## src/rtl/acq_gate_pkg.sv

```systemverilog
package acq_gate_pkg;

  typedef enum logic {
    FS_IDLE = 1'b0,
    FS_RUN  = 1'b1
  } frame_state_e;

  // Frame length rule: aligned to step, and inside [lo, hi].
  function automatic logic len_is_legal(input logic [31:0] len,
                                        input logic [31:0] lo,
                                        input logic [31:0] hi,
                                        input logic [31:0] step);
    return (len >= lo) && (len <= hi) && ((len % step) == 32'd0);
  endfunction

  // Initial value of the down-counter for a frame of len samples.
  function automatic logic [31:0] first_remaining(input logic [31:0] len);
    return len - 32'd1;
  endfunction

endpackage

```

## src/rtl/trig_front.sv

```systemverilog
module trig_front #(
  parameter int SYNC_STAGES = 2
) (
  input  logic clk,
  input  logic rst_n,
  input  logic src_ext,
  input  logic sw_trig,
  input  logic ext_trig,
  output logic trig_level,
  output logic trig_rise
);
  logic ext_sync;
  logic level_prev;

  generate
    if (SYNC_STAGES <= 1) begin : g_one
      logic s_q;
      always_ff @(posedge clk) begin
        if (!rst_n) s_q <= 1'b0;
        else        s_q <= ext_trig;
      end
      assign ext_sync = s_q;
    end else begin : g_chain
      logic [SYNC_STAGES-1:0] s_q;
      always_ff @(posedge clk) begin
        if (!rst_n) s_q <= '0;
        else        s_q <= {s_q[SYNC_STAGES-2:0], ext_trig};
      end
      assign ext_sync = s_q[SYNC_STAGES-1];
    end
  endgenerate

  assign trig_level = src_ext ? ext_sync : sw_trig;

  always_ff @(posedge clk) begin
    if (!rst_n) level_prev <= 1'b0;
    else        level_prev <= trig_level;
  end

  assign trig_rise = trig_level & ~level_prev;
endmodule

```

## src/rtl/frame_engine.sv

```systemverilog
module frame_engine
  import acq_gate_pkg::*;
#(
  parameter int LEN_W = 25
) (
  input  logic             clk,
  input  logic             rst_n,
  input  logic             framed,
  input  logic             start,
  input  logic             len_good,
  input  logic [LEN_W-1:0] len_in,
  input  logic             sample_valid,
  input  logic             cont_level,
  output logic             gate,
  output logic             done,
  output logic             run,
  output logic             last_sample,
  output logic [LEN_W-1:0] remaining
);
  frame_state_e     st_q, st_d;
  logic [LEN_W-1:0] rem_q, rem_d;
  logic             done_q, done_d;
  logic             gate_q, gate_d;

  assign last_sample = (st_q == FS_RUN) && sample_valid && (rem_q == '0);

  always_comb begin
    st_d   = st_q;
    rem_d  = rem_q;
    done_d = 1'b0;
    if (!framed) begin
      st_d = FS_IDLE;
    end else begin
      unique case (st_q)
        FS_IDLE: if (start && len_good) begin
          st_d  = FS_RUN;
          rem_d = LEN_W'(first_remaining(32'(len_in)));
        end
        FS_RUN: if (sample_valid) begin
          if (rem_q == '0) begin
            st_d   = FS_IDLE;
            done_d = 1'b1;
          end else begin
            rem_d = rem_q - 1'b1;
          end
        end
        default: st_d = FS_IDLE;
      endcase
    end
    gate_d = framed ? (st_d == FS_RUN) : cont_level;
  end

  always_ff @(posedge clk) begin
    if (!rst_n) begin
      st_q   <= FS_IDLE;
      rem_q  <= '0;
      done_q <= 1'b0;
      gate_q <= 1'b0;
    end else begin
      st_q   <= st_d;
      rem_q  <= rem_d;
      done_q <= done_d;
      gate_q <= gate_d;
    end
  end

  assign gate      = gate_q;
  assign done      = done_q;
  assign run       = (st_q == FS_RUN);
  assign remaining = rem_q;
endmodule

```

## src/rtl/acq_gate_ctrl.sv

```systemverilog
module acq_gate_ctrl
  import acq_gate_pkg::*;
#(
  parameter int LEN_W       = 25,
  parameter int MIN_LEN     = 8,
  parameter int MAX_LEN     = 1 << 24,
  parameter int LEN_STEP    = 8,
  parameter int SYNC_STAGES = 2
) (
  input  logic             clk,
  input  logic             rst_n,
  input  logic             mode_framed,
  input  logic             trig_src_ext,
  input  logic             sw_trig,
  input  logic             ext_trig,
  input  logic [LEN_W-1:0] frame_len,
  input  logic             sample_valid,
  output logic             acq_gate,
  output logic             frame_done,
  output logic             size_err
);
  // Named internal events, observed by the bound checker.
  logic             trig_level;
  logic             start_evt;
  logic             len_good;
  logic             run_st;
  logic             last_sample;
  logic [LEN_W-1:0] rem;
  logic             size_err_q;

  assign len_good = len_is_legal(32'(frame_len), 32'(MIN_LEN),
                                 32'(MAX_LEN), 32'(LEN_STEP));

  trig_front #(.SYNC_STAGES(SYNC_STAGES)) u_front (
    .clk        (clk),
    .rst_n      (rst_n),
    .src_ext    (trig_src_ext),
    .sw_trig    (sw_trig),
    .ext_trig   (ext_trig),
    .trig_level (trig_level),
    .trig_rise  (start_evt)
  );

  frame_engine #(.LEN_W(LEN_W)) u_engine (
    .clk          (clk),
    .rst_n        (rst_n),
    .framed       (mode_framed),
    .start        (start_evt),
    .len_good     (len_good),
    .len_in       (frame_len),
    .sample_valid (sample_valid),
    .cont_level   (trig_level),
    .gate         (acq_gate),
    .done         (frame_done),
    .run          (run_st),
    .last_sample  (last_sample),
    .remaining    (rem)
  );

  always_ff @(posedge clk) begin
    if (!rst_n) size_err_q <= 1'b0;
    else        size_err_q <= ~len_good;
  end

  assign size_err = size_err_q;
endmodule

```

## config.mk

```make
export PLATFORM = sky130hd
export DESIGN_NAME = acq_gate_ctrl
export DESIGN_NICKNAME = d
export VERILOG_FILES = /design/src/rtl/acq_gate_pkg.sv /design/src/rtl/trig_front.sv /design/src/rtl/frame_engine.sv /design/src/rtl/acq_gate_ctrl.sv
export SDC_FILE = /design/constraint.sdc
export NUM_CORES = 1
export LEC_CHECK = 0
export BUFFER_PORTS_ARGS = -buffer_cell sky130_fd_sc_hd__buf_2
export CAP_MARGIN = 20
export CELL_PAD_IN_SITES_DETAIL_PLACEMENT = 0
export CELL_PAD_IN_SITES_GLOBAL_PLACEMENT = 1
export CORE_MARGIN = 2
export CORE_UTILIZATION = 42
export DETAILED_ROUTE_END_ITERATION = 10
export PLACE_DENSITY = 0.83
export SYNTH_ARGS = -nofsm -noshare
export SYNTH_HDL_FRONTEND = slang
export SYNTH_SLANG_ARGS = --single-unit
```

## constraint.sdc

```tcl
create_clock -name clk -period 4.7 [get_ports clk]
set_clock_uncertainty 0.1 [all_clocks]
set_input_delay 0.47 -clock clk [delete_from_list [all_inputs] [get_ports clk]]
set_output_delay 0.47 -clock clk [all_outputs]
set_load 0.05 [all_outputs]
```

# [Word-level counts from Yosys, hierarchy flattened]
# Cells that the tools add are included.
[classes] n_addsub=2 n_lt_le_gt_ge=2 n_eq_ne=3 mux=12 bitwise_logic=4 reduce_logical=7
[op_table] cell="$mux W25" n=3
[op_table] cell="$pmux W25 S2" n=1
[op_table] cell="$sub A25 B1 Y25 const B" n=2
[op_table] cell="$logic_not A32 Y1" n=1
[op_table] cell="$ge A25 B4 Y1 const B" n=1
[op_table] cell="$le A25 B25 Y1 const B" n=1
[op_table] cell="$logic_not A25 Y1" n=1
[op_table] cell="$reduce_and A4 Y1" n=2
[op_table] cell="$mux W1" n=7
[op_table] cell="$ne A2 B2 Y1 const B" n=2
[op_table] cell="$logic_and A1 B1 Y1" n=3
[op_table] cell="$not A1 Y1" n=3
[op_table] cell="$ne A2 B1 Y1 const B" n=1
[op_table] cell="$pmux W1 S2" n=1
[op_table] cell="$and A1 B1 Y1" n=1
[word_totals] regBits=32 in_bits=32 output_inout_bits=3

# [Depth between registers and ports, before layout]
# Gate-level depths: netlist of run 1.
[logic_depth] ltp_word=8 mapped_depth=13

# [Cells and area by module]
# A second synthesis of run 1 with hierarchy kept.
[unflattened] hier_cells=344 hier_area_um2=2557.5
[by_module_without_submodules] module="frame_engine" n_inst=1 cells_each=320 area_per_inst_um2=2358.5 seq_area_each_um2=560.5
[by_module_without_submodules] module="acq_gate_ctrl" n_inst=1 cells_each=15 area_per_inst_um2=102.6 seq_area_each_um2=20.0
[by_module_without_submodules] module="trig_front" n_inst=1 cells_each=9 area_per_inst_um2=96.3 seq_area_each_um2=60.1

# [Least setup slack after synthesis of run 1]
# No wires, ideal clock.
[synth_path] path_type="register to register" start="register u_engine.st_q, in the netlist u_engine.run" end="register u_engine.rem_q[18], in the netlist u_engine.remaining[18]" t_arrival_ps=3302 required_ps=4480 setup_slack_ps=1179 stages_incl_launch_ff=14 period_less_slack_ps=3521 path_cell_list="dfxtp_1 buf_2 clkbuf_1 clkbuf_1 clkbuf_1 buf_1 mux2i_1 ha_1 o211a_1 and3_1 buf_2 nand2_1 and3_1 o31a_1"
[synth_between] elab_chain_cells=3
[synth_rtl] item="start, declared" line_no="frame_engine.sv:20" text="frame_state_e st_q, st_d;"
[synth_rtl] item="start signal, assigned" line_no="frame_engine.sv:60" text="st_q <= st_d;"
[synth_rtl] item="$not A1 Y1" line_no="frame_engine.sv:34" text="unique case (st_q)"
[synth_rtl] item="$ne A2 B1 Y1 (no source line)"
[synth_rtl] item="$reduce_and A4 Y1 (no source line)"
[synth_rtl] item="end signal, assigned" line_no="frame_engine.sv:61" text="rem_q <= rem_d;"
[synth_rtl] item="end, declared" line_no="frame_engine.sv:21" text="logic [LEN_W-1:0] rem_q, rem_d;"
# Several ways; a longest one is shown, not always the timed one.
# A chain may end at the register's enable or synchronous reset.

# [Final worst setup path of run 1]
[layout_path] start="register u_engine.st_q, in the netlist u_engine.run" end="register u_engine.rem_q[22], in the netlist u_engine.remaining[22]"
# Same word-level chain as after synthesis.

==> results.py, run 1 <==
metrics = {
    "timing": {
        "grt_setup_unrepaired": "no",
        "maxSlewViolCount": 0,
        "final.setup.tns_ns": 0,
        "relSlewSlack_pct": 43.94,
        "tightest_slew_ns": 0.8400,
        "maxClockFrequency_ghz": 0.2790,
        "fin_crit_ns": 3.585,
        "finalCritPeriodShare_pct": 76.27,
        "finalHoldViolations": 0,
        "finalSetupViolCount": 0,
    },
    "power": {
        "switching_share_pct": 26.30,
        "seqPwrFrac_pct": 44.3,
        "p_per_area_mw_per_mm2": 224.0,
        "p_leak_nw": 0.9911,
        "p_int_mw": 0.4596,
        "vdd_drop_max_mv": 0.1064,
        "power_mw": 0.6236,
        "power_frac_comb_pct": 12.0,
        "clkPwrFrac_pct": 43.6,
        "p_switching_mw": 0.1640,
    },
    "synth": {
        "ys_ff_latch": 32,
        "ys_types": 62,
        "synth_warnings": 0,
        "synth_nets": 367,
        "synthTopCellsByArea": "dfxtp_1, nand2_1, mux2i_1",
        "yosysTopAreaCell": "dfxtp_1",
        "ys_seq_area_share_pct": 25.82,
        "synth_area_mm2": 0.002481,
        "async_flop_share_pct": 0,
        "synthCells": 334,
        "synth_top_area_share_pct": 25.82,
        "syn_area_per_cell_um2": 7.429,
        "synth_ff_type": "dfxtp_1",
        "synth-edff-count": 0,
    },
    "global_routing": {
        "grt_use_total_pct": 23.13,
        "grt_pass1_vias": 2416,
        "grt_pass1_wl_um": 11850,
        "grt_max_degree": 42,
        "overflow": 0,
        "antenna_found_initial": 0,
    },
    "clock_network": {
        "cts_setup_buffers": 0,
        "clk_pin_slew_ns": 0.08,
        "hold_buffers": 0,
        "clock_latency_ns": 0.30,
        "cts_resized": 0,
        "clock_path_buffers": 2,
        "clkSinkCount": 32,
        "cts_buffers": 5,
        "cts_tree": "yes",
        "root_buffer": "clkbuf_8",
        "htree_levels": 2,
    },
    "routing": {
        "postRouteAntennaNets": 0,
        "drc": 0,
        "vias": 2709,
        "wl_per_cell_um": 16.80,
        "wirelength_um": 7225,
        "drt_iter0_drc": 152,
        "vias_per_cell": 6.300,
        "firstDrtPassIters": 5,
    },
    "place": {
        "hpwl_um": 5093,
        "dp_cells": 422,
        "gp_congestion": 0.8232,
        "dpl-instance-area_mm2": 0.002673,
        "io_buffers": 34,
    },
    "finish": {
        "diodes": 0,
        "fin_cells": 430,
        "final_cell_mix": "nand2_1, buf_2, dfxtp_1",
        "nets": 390,
        "syn2layout_area_growth_pct": 12.20,
        "final_design_area_no_fill_mm2": 0.002784,
        "utilization_pct": 49.64,
        "layout-drive-gt1-share_pct": 16.48,
    },
    "critical_path": {
        "path_class": "flip-flop to flip-flop",
        "worst-path-max-fanout": 41,
        "crit_path_end_kind": "flip-flop",
        "cp_cell_sequence": "or4b_2 > a222oi_1 > and3_1 > nand3_1 > a2111oi_0 > o31a_1",
        "critPathSlowestCell": "dfxtp_2",
        "slowest_delay_ns": 0.80,
        "crit_family": "simple AND/OR/NAND/NOR gates",
        "ff2ff_path_depth": 6,
        "worstSetupPathDepth": 6,
        "cp-start-kind": "flip-flop",
        "cp_num_buf_inv": 0,
        "critPathRequiredTime_ns": 4.84,
        "arrival_ns": 3.72,
    },
    "outcome": {
        "status": "finished clean",
    },
    "hold_path": {
        "worstHoldPathType": "primary input to flip-flop",
        "holdPathStages": 2,
    },
    "floorplan": {
        "core_area_mm2": 0.005608,
        "start_util_pct": 44.24,
        "die-area_mm2": 0.006538,
        "placementRows": 27,
        "fp.dieW_um": 80.86,
        "die_h_um": 80.86,
        "io_pins": 35,
    },
    "flow_run": {
        "drv_cap": 0,
    },
}
==> metal layers <==
layer / vias to the layer above / routed length (µm) / track usage (%)
li1: 1339 / - / -
met1: 1274 / 3362 / 30.25
met2: 84 / 3386 / 38.02
met3: 12 / 361 / 4.000
met4: 0 / 115 / 8.644
met5: - / 0 / 0
==> through the flow <==
step | hold WS [ns] | setup WS, ns
2_1_floorplan | 0.3119 | 1.179
3_3_place_gp | 0.3144 | 1.303
3_5_place_dp | 0.3248 | 1.183
4_1_cts | 0.2820 | 1.157
5_1_grt | 0.3003 | 0.8638
6_report | 0.2826 | 1.115
==> final timing paths <==
kind                                                         from                                   to  slack [ns]
worst max register to register            u_engine.run$_SDFF_PN0_  u_engine.remaining[22]$_SDFFE_PN0P_        1.12
worst max-delay path                      u_engine.run$_SDFF_PN0_  u_engine.remaining[22]$_SDFFE_PN0P_        1.12
worst min register to register  u_front.g_chain.s_q[0]$_SDFF_PN0_    u_front.g_chain.s_q[1]$_SDFF_PN0_        0.34
worst min-delay path                                     ext_trig    u_front.g_chain.s_q[0]$_SDFF_PN0_        0.28
==> synth_stat cells, drive strengths merged, types with 3 or more instances <==
| cell | number |
|---|---|
| nand2 | 34 |
| dfxtp | 32 |
| nor2 | 21 |
| nor3 | 19 |
| o21ai | 17 |
| a21oi | 15 |
| clkbuf | 15 |
| nand3 | 14 |
| a31oi | 13 |
| inv | 11 |
| mux2i | 11 |
| nor4 | 11 |
| and3 | 9 |
| o211ai | 8 |
| or3 | 7 |
| nor3b | 6 |
| a211oi | 5 |
| buf | 5 |
| o2111ai | 5 |
| or4 | 5 |
| and2 | 4 |
| mux2 | 4 |
| nand3b | 4 |
| nand4 | 4 |
| o31ai | 4 |
| a2bb2oi | 3 |
| nor2b | 3 |
| o21a | 3 |
| o311ai | 3 |
| or4b | 3 |
==> area by class of cell <==
cell class,instances,area [µm²]
Sequential cell,32,641.9
Timing Repair Buffer,36,185.2
Tap cell,72,90.09
Fill cell,603,2824
Clock buffer,5,68.82
Clock inverter,3,42.54
Inverter,11,41.29
Multi-Input combinational cell,271,1714
==> kinds of logic (layout without fill, tap and decap cells) <==
kind of cell | after synthesis | count (layout) | synth area share, %
compound gates | 100 | 100 | 27.94
xor+xnor | 3 | 3 | 1.059
fa+ha+maj | 1 | 1 | 0.5042
buf+inv | 31 | 55 | 5.093
flops | 32 | 32 | 25.82
mux | 15 | 15 | 6.253
simple gates | 152 | 152 | 33.33
==> power groups by stage <==
stage	combinational [mW]	clock, mW	sequential (mW)
2_1_floorplan	0.0387	0	0.285
3_3_place_gp	0.0731	0	0.283
3_5_place_dp	0.0743	0	0.283
4_1_cts	0.0744	0.275	0.276
6_report	0.0750	0.272	0.277
5_1_grt	0.0833	0.289	0.277
==> registers in the layout (all words and copies together) (netlist names) <==
name	count
u_front.level_prev	1
u_engine.done	1
u_engine.run	1
u_engine.gate	1
size_err	1
u_front.g_chain.s_q	2
u_engine.remaining	25
(Power assumes the default switching activity.)
==> run 2: changes to the inputs <==
--- a/config.mk
+++ b/config.mk
@@ -10,9 +10,9 @@
 export CELL_PAD_IN_SITES_DETAIL_PLACEMENT = 0
 export CELL_PAD_IN_SITES_GLOBAL_PLACEMENT = 1
 export CORE_MARGIN = 2
-export CORE_UTILIZATION = 42
+export CORE_UTILIZATION = 38
 export DETAILED_ROUTE_END_ITERATION = 10
-export PLACE_DENSITY = 0.83
+export PLACE_DENSITY = 0.79
 export SYNTH_ARGS = -nofsm -noshare
 export SYNTH_HDL_FRONTEND = slang
 export SYNTH_SLANG_ARGS = --single-unit
==> constraint.sdc (replaced) <==
create_clock -name clk -period 3.16 [get_ports clk]
set_clock_uncertainty 0.1 [all_clocks]
set_input_delay 0.316 -clock clk [delete_from_list [all_inputs] [get_ports clk]]
set_output_delay 0.316 -clock clk [all_outputs]
set_load 0.05 [all_outputs]
==> results.py, run 2 (synthesized netlist as in run 1, its figures left out) <==
metrics = {
    "outcome": {
        "status": "finished clean",
    },
    "routing": {
        "firstDrtPassIters": 4,
        "drt_iter0_drc": 204,
        "vias_per_cell": 6.099,
        "postRouteAntennaNets": 0,
        "drc": 0,
        "vias": 2708,
        "wl_per_cell_um": 16.83,
        "wirelength_um": 7472,
    },
    "critical_path": {
        "crit_path_end_kind": "flip-flop",
        "r2r_start": "u_engine.run$_SDFF_PN0_",
        "worst-path-max-fanout": 23,
        "cp-start-kind": "flip-flop",
        "critPathRequiredTime_ns": 3.25,
        "path_class": "flip-flop to flip-flop",
        "arrival_ns": 3.00,
        "critPathLaunch": "u_engine.run$_SDFF_PN0_",
        "cp_cell_sequence": "buf_4 > mux2i_1 > ha_1 > o211a_1 > and3_1 > buf_4 > nand2_1 > and3_1 > o31a_1",
        "slowest_delay_ns": 0.59,
        "reg2reg_setup_slack_ns": 0.25,
        "critPathSlowestCell": "dfxtp_2",
    },
    "finish": {
        "final_cell_mix": "nand2_1, buf_2, dfxtp_1",
        "nets": 399,
        "seq_area_um2": 641.9,
        "largest_register_ffs": 25,
        "multi_input_area_mm2": 0.001714,
        "syn2layout_area_growth_pct": 15.68,
        "diodes": 0,
        "nFillCells": 683,
        "layout-drive-gt1-share_pct": 18.53,
    },
    "clock_network": {
        "cts_tree": "yes",
        "hold_buffers": 0,
        "root_buffer": "clkbuf_8",
        "clock_latency_ns": 0.30,
        "cts_resized": 0,
        "htree_levels": 2,
        "cts_setup_buffers": 0,
        "clk_pin_slew_ns": 0.07,
        "cts_buffers": 5,
        "clkSinkCount": 32,
        "clock_path_buffers": 2,
    },
    "timing": {
        "hold_slack_ns": 0.1235,
        "grt_setup_unrepaired": "no",
        "finalCritPeriodShare_pct": 92.04,
        "finalSetupViolCount": 0,
        "maxSlewViolCount": 0,
        "tightest_slew_ns": 0.8309,
        "finalHoldViolations": 0,
        "fin_crit_ns": 2.909,
        "final.setup.tns_ns": 0,
        "relSlewSlack_pct": 44.54,
        "maxClockFrequency_ghz": 0.3438,
    },
    "flow_run": {
        "drv_cap": 0,
    },
    "power": {
        "vdd_drop_max_mv": 0.1596,
        "clkPwrFrac_pct": 44.1,
        "p_switching_mw": 0.2540,
        "p_leak_nw": 1.040,
        "p_per_area_mw_per_mm2": 327.3,
        "switching_share_pct": 27.03,
        "power_frac_comb_pct": 12.2,
        "seqPwrFrac_pct": 43.7,
        "p_int_mw": 0.6856,
    },
    "floorplan": {
        "fp.dieW_um": 84.81,
        "io_pins": 35,
        "die_h_um": 84.81,
        "die-area_mm2": 0.007192,
        "start_util_pct": 39.07,
        "core_area_mm2": 0.006350,
        "placementRows": 29,
    },
    "hold_path": {
        "worstHoldPathType": "primary input to flip-flop",
        "min_from": "ext_trig",
    },
    "global_routing": {
        "grt_use_total_pct": 21.23,
        "antenna_found_initial": 0,
        "grt_max_degree": 30,
        "grt_pass1_wl_um": 12340,
        "overflow": 0,
        "grt_pass1_vias": 2509,
    },
    "place": {
        "hpwl_um": 5314,
        "gp_congestion": 0.8318,
        "io_buffers": 34,
    },
}
-- run 2: area by class of cell --
cell class,count,area share [%]
clock buffer,5,2.398
sequential,32,22.36
inverter,11,1.439
clock inverter,3,1.482
multi-input combinational,271,59.72
tap,77,3.357
timing repair buffer,45,9.241
-- run 2: power by group through the flow --
stage | Combinational (mW) | Sequential (mW) | Clock [mW]
after floorplan | 0.0577 | 0.424 | 0
after global placement | 0.113 | 0.420 | 0
after detailed placement | 0.114 | 0.420 | 0
after CTS | 0.115 | 0.411 | 0.419
after global routing | 0.127 | 0.411 | 0.432
final | 0.115 | 0.411 | 0.414
-- run 2: per-stage QoR --
| stage | area, µm² | power, mW | util, % | setup slack (ns) | cells |
|---|---|---|---|---|---|
| final | 2870 | 0.9396 | 45.20 | 0.2514 | 444 |
| after CTS | 2870 | 0.9444 | 45.20 | 0.2538 | 444 |
| after global placement | 2759 | 0.5328 | 43.45 | 0.2507 | 436 |
| after detailed placement | 2759 | 0.5343 | 43.45 | 0.2174 | 436 |
| after floorplan | 2489 | 0.4816 | - | 0.06363 | 334 |
| after global routing | 2870 | 0.9703 | 45.20 | 0.01213 | 444 |
-- run 2: routing by layer --
metal  up-vias  wire, µm  GRT usage (%)
met1      1286      3602          28.33
li1       1360         -              -
met2        55      3467          35.15
met5         -         0              0
met3         7       328          4.326
met4         0        74          5.195
-- run 2: final timing paths --
kind | to | cells past startpoint
max | u_engine.remaining[18]$_SDFFE_PN0P_ | 9
min | u_front.g_chain.s_q[0]$_SDFF_PN0_ | 2
max reg2reg | u_engine.remaining[18]$_SDFFE_PN0P_ | 9
min reg2reg | u_front.g_chain.s_q[1]$_SDFF_PN0_ | 1
-- run 2: critical path: cells and delay by family (launching register included) --
kind                       cells  cell delay [ns]
AOI/OAI and AO/OA              2             0.53
and+or+nand+nor                3             0.56
DFF                            1             0.59
muxes                          1             0.27
buffers and inverters          2             0.51
adders and majority gates      1             0.22
==> run 3: changes to the inputs <==
--- a/config.mk
+++ b/config.mk
@@ -10,9 +10,10 @@
 export CELL_PAD_IN_SITES_DETAIL_PLACEMENT = 0
 export CELL_PAD_IN_SITES_GLOBAL_PLACEMENT = 1
 export CORE_MARGIN = 2
-export CORE_UTILIZATION = 38
+export CORE_UTILIZATION = 39
+export CTS_BUF_LIST = sky130_fd_sc_hd__clkbuf_8
 export DETAILED_ROUTE_END_ITERATION = 10
-export PLACE_DENSITY = 0.79
+export PLACE_DENSITY_LB_ADDON = 0.1
 export SYNTH_ARGS = -nofsm -noshare
 export SYNTH_HDL_FRONTEND = slang
 export SYNTH_SLANG_ARGS = --single-unit
==> results.py, run 3 (synthesized netlist as in run 1, its figures left out) <==
metrics = {
    "outcome": {
        "status": "finished clean",
    },
    "floorplan": {
        "start_util_pct": 39.76,
        "die_h_um": 83.76,
        "core_area_mm2": 0.006241,
        "placementRows": 29,
        "fp.dieW_um": 83.76,
        "io_pins": 35,
        "die-area_mm2": 0.007016,
    },
    "critical_path": {
        "cp-start-kind": "flip-flop",
        "crit_path_end_kind": "flip-flop",
        "critPathLaunch": "u_engine.run$_SDFF_PN0_",
        "critPathRequiredTime_ns": 3.30,
        "arrival_ns": 3.00,
        "r2r_end": "u_engine.remaining[22]$_SDFFE_PN0P_",
        "reg2reg_setup_slack_ns": 0.30,
        "ff2ff_path_depth": 8,
        "worst-path-max-fanout": 21,
        "r2r_start": "u_engine.run$_SDFF_PN0_",
        "path_class": "flip-flop to flip-flop",
        "crit_end": "u_engine.remaining[22]$_SDFFE_PN0P_",
    },
    "finish": {
        "diodes": 0,
        "fin_cells": 447,
        "nets": 402,
        "syn2layout_area_growth_pct": 15.83,
        "layout-drive-gt1-share_pct": 19.19,
        "multi_input_area_mm2": 0.001714,
        "utilization_pct": 46.05,
        "nFillCells": 657,
        "final_cell_mix": "nand2_1, buf_2, dfxtp_1",
        "seq_area_um2": 641.9,
        "largest_register_ffs": 25,
        "final_design_area_no_fill_mm2": 0.002874,
    },
    "place": {
        "pre_cts_ws_ns": 0.2270,
        "hpwl_um": 5413,
        "dp_cells": 439,
        "gp_congestion": 0.7972,
        "dpl-instance-area_mm2": 0.002781,
        "io_buffers": 34,
    },
    "timing": {
        "finalCritPeriodShare_pct": 90.65,
        "grt_setup_unrepaired": "no",
        "finalSetupViolCount": 0,
        "fin_crit_ns": 2.865,
        "finalHoldViolations": 0,
        "relSlewSlack_pct": 41.61,
        "hold_slack_ns": 0.1244,
        "maxSlewViolCount": 0,
        "maxClockFrequency_ghz": 0.3491,
        "final.setup.tns_ns": 0,
        "tightest_slew_ns": 0.8750,
        "fin_ws_ns": 0.2955,
    },
    "global_routing": {
        "grt_pass1_vias": 2529,
        "antenna_found_initial": 0,
        "overflow": 0,
        "grt_use_total_pct": 22.19,
        "grt_max_degree": 37,
        "grt_pass1_wl_um": 12730,
    },
    "routing": {
        "drc": 0,
        "drt_iter0_drc": 147,
        "postRouteAntennaNets": 0,
        "vias": 2696,
        "vias_per_cell": 6.031,
        "wl_per_cell_um": 17.07,
        "wirelength_um": 7632,
        "firstDrtPassIters": 4,
    },
    "clock_network": {
        "cts_resized": 0,
        "clock_latency_ns": 0.30,
        "root_buffer": "clkbuf_8",
        "cts_buffers": 5,
        "cts_tree": "yes",
        "clkSinkCount": 32,
        "cts_setup_buffers": 0,
        "clk_pin_slew_ns": 0.08,
        "htree_levels": 2,
        "hold_buffers": 0,
        "clock_path_buffers": 2,
    },
    "hold_path": {
        "worstHoldPathType": "primary input to flip-flop",
    },
    "power": {
        "vdd_drop_max_mv": 0.2146,
        "power_mw": 0.8658,
        "p_leak_nw": 1.042,
        "p_per_area_mw_per_mm2": 301.2,
    },
    "flow_run": {
        "drv_cap": 0,
    },
}
-- run 3: cell types whose count changed in the layout (fill, tap and decap cells not counted) --
cell,change
clkinv_2,-1
clkinvlp_4,+1
bufinv_16,-1
buf_4,+3
clkinv_4,+1
-- run 3: worst min-delay path by stage --
stage / from / end / slack (ns) / cells after the start
after global placement: u_front.g_chain.s_q[0]$_SDFF_PN0_ / u_front.g_chain.s_q[1]$_SDFF_PN0_ / 0.32 / 1
final: ext_trig / u_front.g_chain.s_q[0]$_SDFF_PN0_ / 0.12 / 2
after global routing: ext_trig / u_front.g_chain.s_q[0]$_SDFF_PN0_ / 0.13 / 2
after CTS: ext_trig / u_front.g_chain.s_q[0]$_SDFF_PN0_ / 0.12 / 2
after floorplan: u_front.g_chain.s_q[0]$_SDFF_PN0_ / u_front.g_chain.s_q[1]$_SDFF_PN0_ / 0.31 / 1
after detailed placement: u_front.g_chain.s_q[0]$_SDFF_PN0_ / u_front.g_chain.s_q[1]$_SDFF_PN0_ / 0.32 / 1
-- run 3: layer usage --
| layer | vias to the layer above | wire [µm] | track usage [%] |
|---|---|---|---|
| li1 | 1362 | - | - |
| met1 | 1264 | 3726 | 30.73 |
| met2 | 61 | 3541 | 35.20 |
| met3 | 9 | 280 | 3.956 |
| met4 | 0 | 84 | 6.745 |
| met5 | - | 0 | 0 |
-- run 3: report_power, final --
group / switching, mW / total (mW) / internal, mW
registers: 0.00289 / 0.411 / 0.408
logic: 0.0707 / 0.116 / 0.0454
clock network: 0.183 / 0.339 / 0.156
-- run 3: cell type report --
cell class | instances | area share [%]
clock buffer | 5 | 2.394
clock inverter | 3 | 0.8272
inverter | 11 | 1.437
tap | 77 | 3.352
multi-input combinational | 271 | 59.64
sequential | 32 | 22.33
timing repair buffer | 48 | 10.01
-- run 3: worst max-delay path, stage by stage, from the launching register on --
cell and delay, ns:
dfxtp_2 0.48, buf_4 0.32, mux2i_1 0.28, ha_1 0.25
o211a_1 0.30, and3_1 0.36, nand3_1 0.13, a2111oi_0 0.41
o31a_1 0.18
